`src/rtl/nck_symbol_codec.sv`:
```
module nck_symbol_codec #(
  parameter int WIRES  = 6,
  parameter int WEIGHT = 3,
  parameter int DATA_W = 4
) (
  input  logic              clk,
  input  logic              rst,
  input  logic              tx_strobe_i,
  input  logic [DATA_W-1:0] tx_data_i,
  output logic              tx_valid_o,
  output logic [WIRES-1:0]  tx_sym_o,
  input  logic              rx_strobe_i,
  input  logic [WIRES-1:0]  rx_sym_i,
  output logic              rx_valid_o,
  output logic [DATA_W-1:0] rx_data_o,
  output logic              rx_err_o
);
  localparam int CODES = 1 << DATA_W;
  localparam int SPACE = 1 << WIRES;

  function automatic logic [WIRES-1:0] code_of(input logic [DATA_W-1:0] d);
    int rank;
    code_of = '0;
    rank = 0;
    for (int v = 0; v < SPACE; v++) begin
      if ($countones(v[WIRES-1:0]) == WEIGHT) begin
        if (rank == int'(d)) code_of = v[WIRES-1:0];
        rank++;
      end
    end
  endfunction

  function automatic logic [DATA_W:0] rank_of(input logic [WIRES-1:0] s);
    int rank;
    rank_of = {1'b1, {DATA_W{1'b0}}};
    rank = 0;
    for (int v = 0; v < SPACE; v++) begin
      if ($countones(v[WIRES-1:0]) == WEIGHT) begin
        if (v[WIRES-1:0] == s && rank < CODES) rank_of = {1'b0, rank[DATA_W-1:0]};
        rank++;
      end
    end
  endfunction

  logic [WIRES-1:0] tx_code;
  logic [DATA_W:0]  rx_res;

  assign tx_code = code_of(tx_data_i);
  assign rx_res  = rank_of(rx_sym_i);

  always_ff @(posedge clk) begin
    if (rst) begin
      tx_valid_o <= 1'b0;
      tx_sym_o   <= '0;
      rx_valid_o <= 1'b0;
      rx_data_o  <= '0;
      rx_err_o   <= 1'b0;
    end else begin
      tx_valid_o <= tx_strobe_i;
      if (tx_strobe_i) tx_sym_o <= tx_code;
      rx_valid_o <= rx_strobe_i;
      rx_err_o   <= rx_strobe_i & rx_res[DATA_W];
      if (rx_strobe_i) rx_data_o <= rx_res[DATA_W] ? '0 : rx_res[DATA_W-1:0];
    end
  end

  AST_TX_WEIGHT: assert property (@(posedge clk) disable iff (rst)
    tx_valid_o |-> $countones(tx_sym_o) == WEIGHT);
  AST_TX_LATENCY: assert property (@(posedge clk) disable iff (rst)
    tx_strobe_i |=> tx_valid_o);
  AST_TX_HOLD: assert property (@(posedge clk) disable iff (rst)
    !tx_strobe_i |=> !tx_valid_o && $stable(tx_sym_o));
  AST_TX_ROUNDTRIP: assert property (@(posedge clk) disable iff (rst)
    tx_strobe_i |=> rank_of(tx_sym_o) == {1'b0, $past(tx_data_i)});
  AST_RX_LATENCY: assert property (@(posedge clk) disable iff (rst)
    rx_strobe_i |=> rx_valid_o);
  AST_RX_ERR_QUAL: assert property (@(posedge clk) disable iff (rst)
    rx_err_o |-> rx_valid_o && rx_data_o == '0);
  AST_RX_BAD_WEIGHT: assert property (@(posedge clk) disable iff (rst)
    rx_strobe_i && $countones(rx_sym_i) != WEIGHT |=> rx_err_o && rx_data_o == '0);
  AST_RX_HOLD: assert property (@(posedge clk) disable iff (rst)
    !rx_strobe_i |=> !rx_valid_o && !rx_err_o && $stable(rx_data_o));
endmodule

```
`config.mk`:
```
export PLATFORM = sky130hd
export DESIGN_NAME = nck_symbol_codec
export DESIGN_NICKNAME = d
export VERILOG_FILES = /design/src/rtl/nck_symbol_codec.sv
export SDC_FILE = /design/constraint.sdc
export NUM_CORES = 1
export LEC_CHECK = 0
export ABC_AREA = 1
export ABC_CLOCK_PERIOD_IN_PS = 910
export BUFFER_PORTS_ARGS = -buffer_cell sky130_fd_sc_hd__buf_2
export CAP_MARGIN = 20
export CORE_MARGIN = 1
export CORE_UTILIZATION = 40
export DETAILED_ROUTE_END_ITERATION = 12
export PLACE_DENSITY = 0.72
export SLEW_MARGIN = 5
export SYNTH_ARGS = -nofsm -noshare
export SYNTH_HDL_FRONTEND = slang
export SYNTH_SLANG_ARGS = --single-unit
```
`constraint.sdc`:
```
create_clock -name clk -period 0.91 [get_ports clk]
set_clock_uncertainty 0.1 [all_clocks]
set_input_delay 0.0455 -clock clk [delete_from_list [all_inputs] [get_ports clk]]
set_output_delay 0.0455 -clock clk [all_outputs]
set_load 0.1 [all_outputs]
```
==> summary.txt, run 1 <==
Status
  – Outcome: finished with violations
  – Violations in the final reports: negative setup slack

Yosys
  – Post-synthesis sequential element count: 13
  – Mean post-synth cell area: 6.64 sq um
  – Top cells by count, synth: 18 x sky130_fd_sc_hd__nand2_1, 16 x sky130_fd_sc_hd__inv_1, 13 x sky130_fd_sc_hd__dfxtp_1, 12 x sky130_fd_sc_hd__nand3_1, 9 x sky130_fd_sc_hd__nor2_1
  – Post-Synthesis Cells: 118
  – Cell area after synthesis: 783 sq um
  – Prevailing post-synth register cell: sky130_fd_sc_hd__dfxtp_1
  – Async SR Flop Fraction: 0
  – Dominant cell type by area after synthesis: sky130_fd_sc_hd__dfxtp_1
  – Post-synthesis sequential area ratio: 0.332
  – Most common cell in the synthesized netlist: sky130_fd_sc_hd__nand2_1
  – Cell types occupying the most area after synthesis: sky130_fd_sc_hd__dfxtp_1 33%, sky130_fd_sc_hd__nand2_1 8.6%, sky130_fd_sc_hd__nand3_1 7.7%
  – Net Count, Synth: 132
  – Area share of the leading cell type in the synthesized netlist: 0.332
  – Yosys warning count: 0
  – Number of distinct library cell variants in the gate-level netlist after synthesis: 23
  – Number of flops mapped to enable cells by yosys: 0

Power
  – Part of the total power dissipated in the clock network: 0.213
  – Logic gate share of total power: 0.412
  – Total power after layout: 1680 uW
  – Switching share of power: 0.397
  – Share of power burned in registers: 0.374
  – Leakage Power: 0.000641 uW
  – Cell Int Power: 1020 uW
  – Max VDD drop: 775 uV
  – Switching power: 669 uW
  – Total power per unit cell area: 1250 nW/um^2

Critical path
  – Worst Setup Start Kind: flip-flop
  – Required arrival time at the worst endpoint: 0.76 ns
  – Cell type group with the largest total delay on the critical path: flip-flops
  – Number of cells traversed by the worst register-to-register path: 3
  – Critical path data arrival time: 0.81 ns
  – R2R Setup Slk: 0.07 ns
  – Highest cell delay on the worst timing path: 0.37 ns
  – Critical Path End Type: output port
  – Critical path start-end classification: flip-flop to output port
  – Destination of the worst register-to-register timing path: rx_data_o[0]
  – Worst-path cell chain: buf_12
  – Library cell contributing the largest single delay on the critical path: sky130_fd_sc_hd__dfxtp_4
  – Buffers and inverters on the worst path: 1
  – Crit path max fanout: 2
  – Worst reg2reg startpoint: rx_data_o[0]

GRT
  – Number of antenna violations at the first check in global routing: 0
  – Aggregate global routing overflow: 0
  – First-pass GRT wire length: 3570 um
  – Number of global-route vias before repair: 845
  – GRT Overall Usage: 0.232
  – Largest net degree at the start of global routing: 10

Flow run
  – Reported max-cap violation count: 0

Timing
  – Final Max Slew Viols: 0
  – Final setup margin: -0.0427 ns
  – Worst-margin pin slew: 0.244 ns
  – Time the final worst path needs with I/O delays and setup: 0.953 ns
  – Slew Limit Headroom: 0.838
  – Peak Freq: 1050 MHz
  – Final Hold Vio Count: 0
  – Final setup fails: 13
  – Sum Neg Setup Slack: -0.445 ns
  – Final period util: 1.05
  – RSZ-0062 raised after global routing: true

Cells and area
  – Fraction of layout instances using a drive strength above 1: 0.452
  – Number of nets in the layout: 172
  – Share of the core filled with cells in the final layout: 0.757
  – Non-Filler Instances: 182
  – Area growth syn-to-layout: 72.4%
  – Area of all placed cells without fillers: 1350 sq um
  – Layout fillers: 129
  – ANT cells: 0

Placed design
  – Total placed cells including tap cells: 172
  – Port Buffers: 26
  – Placer congestion estimate: 0.851
  – Post-placement cell area: 1210 sq um
  – Detail Placement HPWL: 1610 um

Clock network
  – TritonCTS clock tree: built
  – Number of clock sinks seen by CTS: 13
  – Clock H-tree levels: 1
  – Source-to-sink clock delay at the later pin of the worst-skew pair: 0.27 ns
  – Clock-pin slew on the worst setup and hold paths: 0.08 ns
  – Number of clock buffers inserted by TritonCTS: 3
  – Buffer cell driving the clock tree root: sky130_fd_sc_hd__clkbuf_4
  – Clock tree buffer depth: 2

Detailed routing
  – Via total after detailed routing: 967
  – Number of nets with antenna violations after routing: 0
  – Iteration count of the initial detailed-routing pass: 5
  – Wire per inst: 12.5 um
  – Post-detailed-route DRC marker count: 0
  – DR iter-0 viols: 42
  – Final Routed Wirelength: 2280 um
  – Mean number of vias per cell: 5.31

Min path
  – HP Class: input pin to flip-flop
  – Capture endpoint of the worst hold path: tx_sym_o[1]
  – Hold-critical path depth: 3
  – Hold Crit Start: tx_strobe_i

Floorplan
  – Die area: 2140 sq um
  – Core region area: 1780 sq um
  – Core Rows: 15
  – Overall die height: 46.3 um
  – Number of top-level pins: 27
  – Chip width: 46.3 um
  – Starting density of the core: 0.439
[cells in the final DEF, fill, tap and decap left out, types with 3 or more instances in the layout]
cell                            count
sky130_fd_sc_hd__buf_2             13
sky130_fd_sc_hd__nor2_1             8
sky130_fd_sc_hd__nor2_4             6
sky130_fd_sc_hd__nand3_1           11
sky130_fd_sc_hd__o211ai_1           4
sky130_fd_sc_hd__a21oi_1            7
sky130_fd_sc_hd__dfxtp_4           10
sky130_fd_sc_hd__buf_12            13
sky130_fd_sc_hd__nand4_1            8
sky130_fd_sc_hd__clkbuf_4           3
sky130_fd_sc_hd__inv_2              8
sky130_fd_sc_hd__nand2_1           15
sky130_fd_sc_hd__dfxtp_2            3
sky130_fd_sc_hd__dlygate4sd3_1      3
sky130_fd_sc_hd__nand2_2            3
sky130_fd_sc_hd__buf_4              6
sky130_fd_sc_hd__inv_1             12
sky130_fd_sc_hd__o21ai_0            7
[final cells by class]
| type | instances | area (sq um) | share of cell area |
|---|---|---|---|
| Multi-Input combinational cell | 83 | 490 | 0.363 |
| Timing Repair Buffer | 37 | 425 | 0.315 |
| Sequential cell | 13 | 302 | 0.223 |
| Inverter | 20 | 75.1 | 0.0556 |
| Tap cell | 25 | 31.3 | 0.0232 |
| Clock buffer | 4 | 26.3 | 0.0195 |
[worst max-delay path by stage]
stage,startpoint,to,slack (ns),cells past startpoint
CTS,tx_sym_o[2],tx_sym_o[2],-0.05,1
finish,tx_sym_o[2],tx_sym_o[2],-0.04,1
global route,rx_data_o[0],rx_data_o[0],-0.07,1
detailed placement,rx_sym_i[2],rx_err_o,-0.26,8
floorplan,rx_data_o[3],rx_data_o[3],-0.02,4
global placement,rx_sym_i[2],rx_err_o,-0.19,8
[flip-flops by register name, indices dropped and copies added (netlist names)]
register and cells:
tx_sym_o 6, tx_valid_o 1, rx_data_o 4, rx_err_o 1, rx_valid_o 1
[metal layers]
metal,part of all wire,GRT usage,up-vias
met5,0,0,-
met4,0.0083,0.0529,0
met3,0.040,0.0353,2
met2,0.54,0.417,33
met1,0.41,0.287,452
li1,-,-,480
[tightest hold or removal path: stages]
cell,delay (ns)
sky130_fd_sc_hd__buf_2,0.15
sky130_fd_sc_hd__o211ai_1,0.10
sky130_fd_sc_hd__a21oi_1,0.06
[cells by family after synthesis]
group	after synthesis	synth area share
simple gates	57	0.363
compound gates	25	0.189
buf+inv	22	0.105
flops	13	0.332
xor+xnor	1	0.0112
[metrics by stage]
step / hold WS, ns / setup slack (ns)
3_3_place_gp: 0.223 / -0.194
6_report: 0.0230 / -0.0427
2_1_floorplan: 0.0872 / -0.0172
5_1_grt: 0.0543 / -0.0652
4_1_cts: 0.0110 / -0.0507
3_5_place_dp: 0.231 / -0.258
[power groups by stage]
stage	logic [uW]	registers [uW]	clock network, uW
2_1_floorplan	150	878	0
3_3_place_gp	630	643	0
3_5_place_dp	643	644	0
4_1_cts	664	630	369
5_1_grt	735	634	388
6_report	695	631	359
[timing repair]
action,in CTS,in global routing
pin swaps,0,2
gates resized for setup,0,17
gates cloned,0,0
hold endpoints to repair,7,0
hold buffers,5,0
setup endpoints to repair,13,18
buffers inserted,1,0
(Power assumes the default switching activity.)
==> run 2, diff against run 1 <==
Settings changed: BUFFER_PORTS_ARGS -buffer_cell sky130_fd_sc_hd__buf_2 to -buffer_cell sky130_fd_sc_hd__buf_4, GPL_ROUTABILITY_DRIVEN set to 0.
==> run 2 against run 1 <==
- the flow finishes with violations (negative hold slack, negative setup slack)
- routed wire length up 11%
- largest power group unchanged
- die area did not move
- sequential cell count stayed put
- design area grew 2.0%
- sequential share of layout area is 0.45 points lower
- combinational power grew 2.9%
- critical path depth stayed put
- non-clock buffer count is 2 higher
- maximum frequency fell by 1.1%
- total power up 0.70%
- via count is 2.7% higher
==> summary.txt, run 2 (synthesis gave the netlist of run 1 again) <==
Floorplan
  – Core region area: 1780 sq um
  – Starting density of the core: 0.439
  – Core Rows: 15
  – Die area: 2140 sq um
  – Overall die height: 46.3 um
  – Chip width: 46.3 um
  – Number of top-level pins: 27

Status
  – Outcome: finished with violations
  – Violations in the final reports: negative hold slack, negative setup slack

Min path
  – Hold Crit Start: tx_strobe_i
  – Hold-critical path depth: 3
  – Capture endpoint of the worst hold path: tx_sym_o[5]
  – HP Class: input pin to flip-flop

Cells and area
  – Fraction of layout instances using a drive strength above 1: 0.440
  – Most common cell after layout, fill and taps aside: sky130_fd_sc_hd__buf_4
  – Register area: 302 sq um
  – Highest-count cells in the layout ignoring fill and taps: 19 x sky130_fd_sc_hd__buf_4, 16 x sky130_fd_sc_hd__nand2_1, 13 x sky130_fd_sc_hd__inv_1, 13 x sky130_fd_sc_hd__buf_12, 12 x sky130_fd_sc_hd__nand3_1
  – ANT cells: 0
  – Area growth syn-to-layout: 75.9%
  – Non-Filler Instances: 184
  – Layout fillers: 126
  – Flip-flop count of the largest register, all copies and words added: 6
  – Biggest regs: tx_sym_o: 6 flops, rx_data_o: 4 flops
  – Number of nets in the layout: 174
  – Footprint of the multi-input gates: 468 sq um
  – Most flop-heavy register: tx_sym_o

Critical path
  – Worst Setup Start Kind: flip-flop
  – Buffers and inverters on the worst path: 1
  – Crit path max fanout: 2
  – Critical path data arrival time: 0.82 ns
  – Worst-path cell chain: buf_12
  – R2R Setup Slk: 0.02 ns
  – Destination of the worst register-to-register timing path: rx_data_o[1]
  – Library cell contributing the largest single delay on the critical path: sky130_fd_sc_hd__dfxtp_4
  – Critical Path End Type: output port
  – Required arrival time at the worst endpoint: 0.76 ns
  – Highest cell delay on the worst timing path: 0.38 ns
  – Number of cells traversed by the worst register-to-register path: 3
  – Cell type group with the largest total delay on the critical path: flip-flops
  – Worst reg2reg startpoint: rx_data_o[1]
  – Critical path start-end classification: flip-flop to output port

Timing
  – Final Max Slew Viols: 0
  – Final Hold Vio Count: 3
  – Worst-margin pin slew: 0.298 ns
  – Final period util: 1.06
  – Final setup margin: -0.0538 ns
  – Peak Freq: 1040 MHz
  – RSZ-0062 raised after global routing: true
  – Time the final worst path needs with I/O delays and setup: 0.964 ns
  – Slew Limit Headroom: 0.800
  – Worst slack on hold paths: -0.0255 ns
  – Final setup fails: 16

Clock network
  – TritonCTS clock tree: built
  – Source-to-sink clock delay at the later pin of the worst-skew pair: 0.26 ns
  – Clock H-tree levels: 1
  – Buffer cell driving the clock tree root: sky130_fd_sc_hd__clkbuf_4
  – Clock tree buffer depth: 2
  – Number of clock sinks seen by CTS: 13
  – Number of clock buffers inserted by TritonCTS: 3
  – Clock-pin slew on the worst setup and hold paths: 0.08 ns

Detailed routing
  – DR iter-0 viols: 19
  – Mean number of vias per cell: 5.40
  – Post-detailed-route DRC marker count: 0
  – Final Routed Wirelength: 2520 um
  – Iteration count of the initial detailed-routing pass: 4
  – Via total after detailed routing: 993
  – Number of nets with antenna violations after routing: 0
  – Wire per inst: 13.7 um

GRT
  – Aggregate global routing overflow: 0
  – Number of antenna violations at the first check in global routing: 0
  – Number of global-route vias before repair: 790
  – Largest net degree at the start of global routing: 10
  – First-pass GRT wire length: 3240 um
  – GRT Overall Usage: 0.212

Power
  – Share of power burned in registers: 0.373
  – Switching share of power: 0.390
  – Leakage Power: 0.000646 uW
  – Switching power: 661 uW
  – Total power after layout: 1700 uW
  – Max VDD drop: 609 uV
  – Logic gate share of total power: 0.422
  – Part of the total power dissipated in the clock network: 0.206
  – Cell Int Power: 1040 uW
  – Total power per unit cell area: 1230 nW/um^2

Flow run
  – Reported max-cap violation count: 0

Placed design
  – Total placed cells including tap cells: 172
  – Port Buffers: 26
  – Detail Placement HPWL: 1470 um
run 2: cell count changes in the layout (fill, tap and decap cells not counted), moves of 3 or more:
cell	before	now
sky130_fd_sc_hd__buf_2	13	0
sky130_fd_sc_hd__nor2_2	1	4
sky130_fd_sc_hd__nor2_4	6	3
sky130_fd_sc_hd__buf_4	6	19
run 2: power groups by stage:
stage | Sequential, uW | Combinational (uW) | Clock (uW)
after floorplan | 878 | 150 | 0
after global placement | 622 | 562 | 0
after detailed placement | 624 | 568 | 0
after CTS | 630 | 668 | 359
after global routing | 636 | 753 | 396
final | 632 | 715 | 349
run 2: worst max path at each step:
stage	from	endpoint	slack [ns]	cells past startpoint
final	rx_data_o[1]	rx_data_o[1]	-0.05	1
after global routing	rx_data_o[1]	rx_data_o[1]	-0.09	1
after CTS	tx_sym_o[5]	tx_sym_o[5]	-0.04	1
after detailed placement	rx_sym_i[2]	rx_err_o	-0.26	8
after global placement	rx_sym_i[2]	rx_err_o	-0.22	8
after floorplan	rx_data_o[3]	rx_data_o[3]	-0.02	4
run 2: layout make-up:
type	count	share of cell area
clock buffer	4	0.0191
inverter	20	0.0545
tap	25	0.0227
sequential	13	0.219
timing repair buffer	39	0.345
multi-input combinational	83	0.340
run 2: layer usage:
| metal | track usage | up-vias | wire length [um] | share of wire |
|---|---|---|---|---|
| li1 | - | 491 | - | - |
| met1 | 0.273 | 450 | 1080 | 0.43 |
| met2 | 0.361 | 48 | 1290 | 0.51 |
| met3 | 0.0353 | 4 | 125 | 0.050 |
| met4 | 0.0588 | 0 | 29 | 0.012 |
| met5 | 0 | - | 0 | 0 |
run 2: repair_timing:
| item | 4_1_cts | 5_1_grt |
|---|---|---|
| buffers inserted | 1 | 2 |
| gates resized for setup | 39 | 11 |
| hold buffers | 3 | 3 |
| hold endpoints to repair | 9 | 6 |
| setup endpoints to repair | 13 | 20 |
| pin swaps | 0 | 8 |
| cloned | 0 | 0 |
run 2: through the flow:
step | area [sq um] | setup TNS, ns | util | setup slack, ns
after CTS | 1310 | -0.482 | 0.735 | -0.0411
after global routing | 1380 | -1.03 | 0.773 | -0.0905
after floorplan | 827 | -0.0255 | - | -0.0172
final | 1380 | -0.478 | 0.773 | -0.0538
after detailed placement | 1080 | -1.19 | 0.608 | -0.263
after global placement | 1080 | -1.08 | 0.608 | -0.224
run 2: worst min-delay path, cell delays in order:
cell,delay (ns)
sky130_fd_sc_hd__buf_4,0.13
sky130_fd_sc_hd__o211ai_1,0.09
sky130_fd_sc_hd__inv_1,0.05
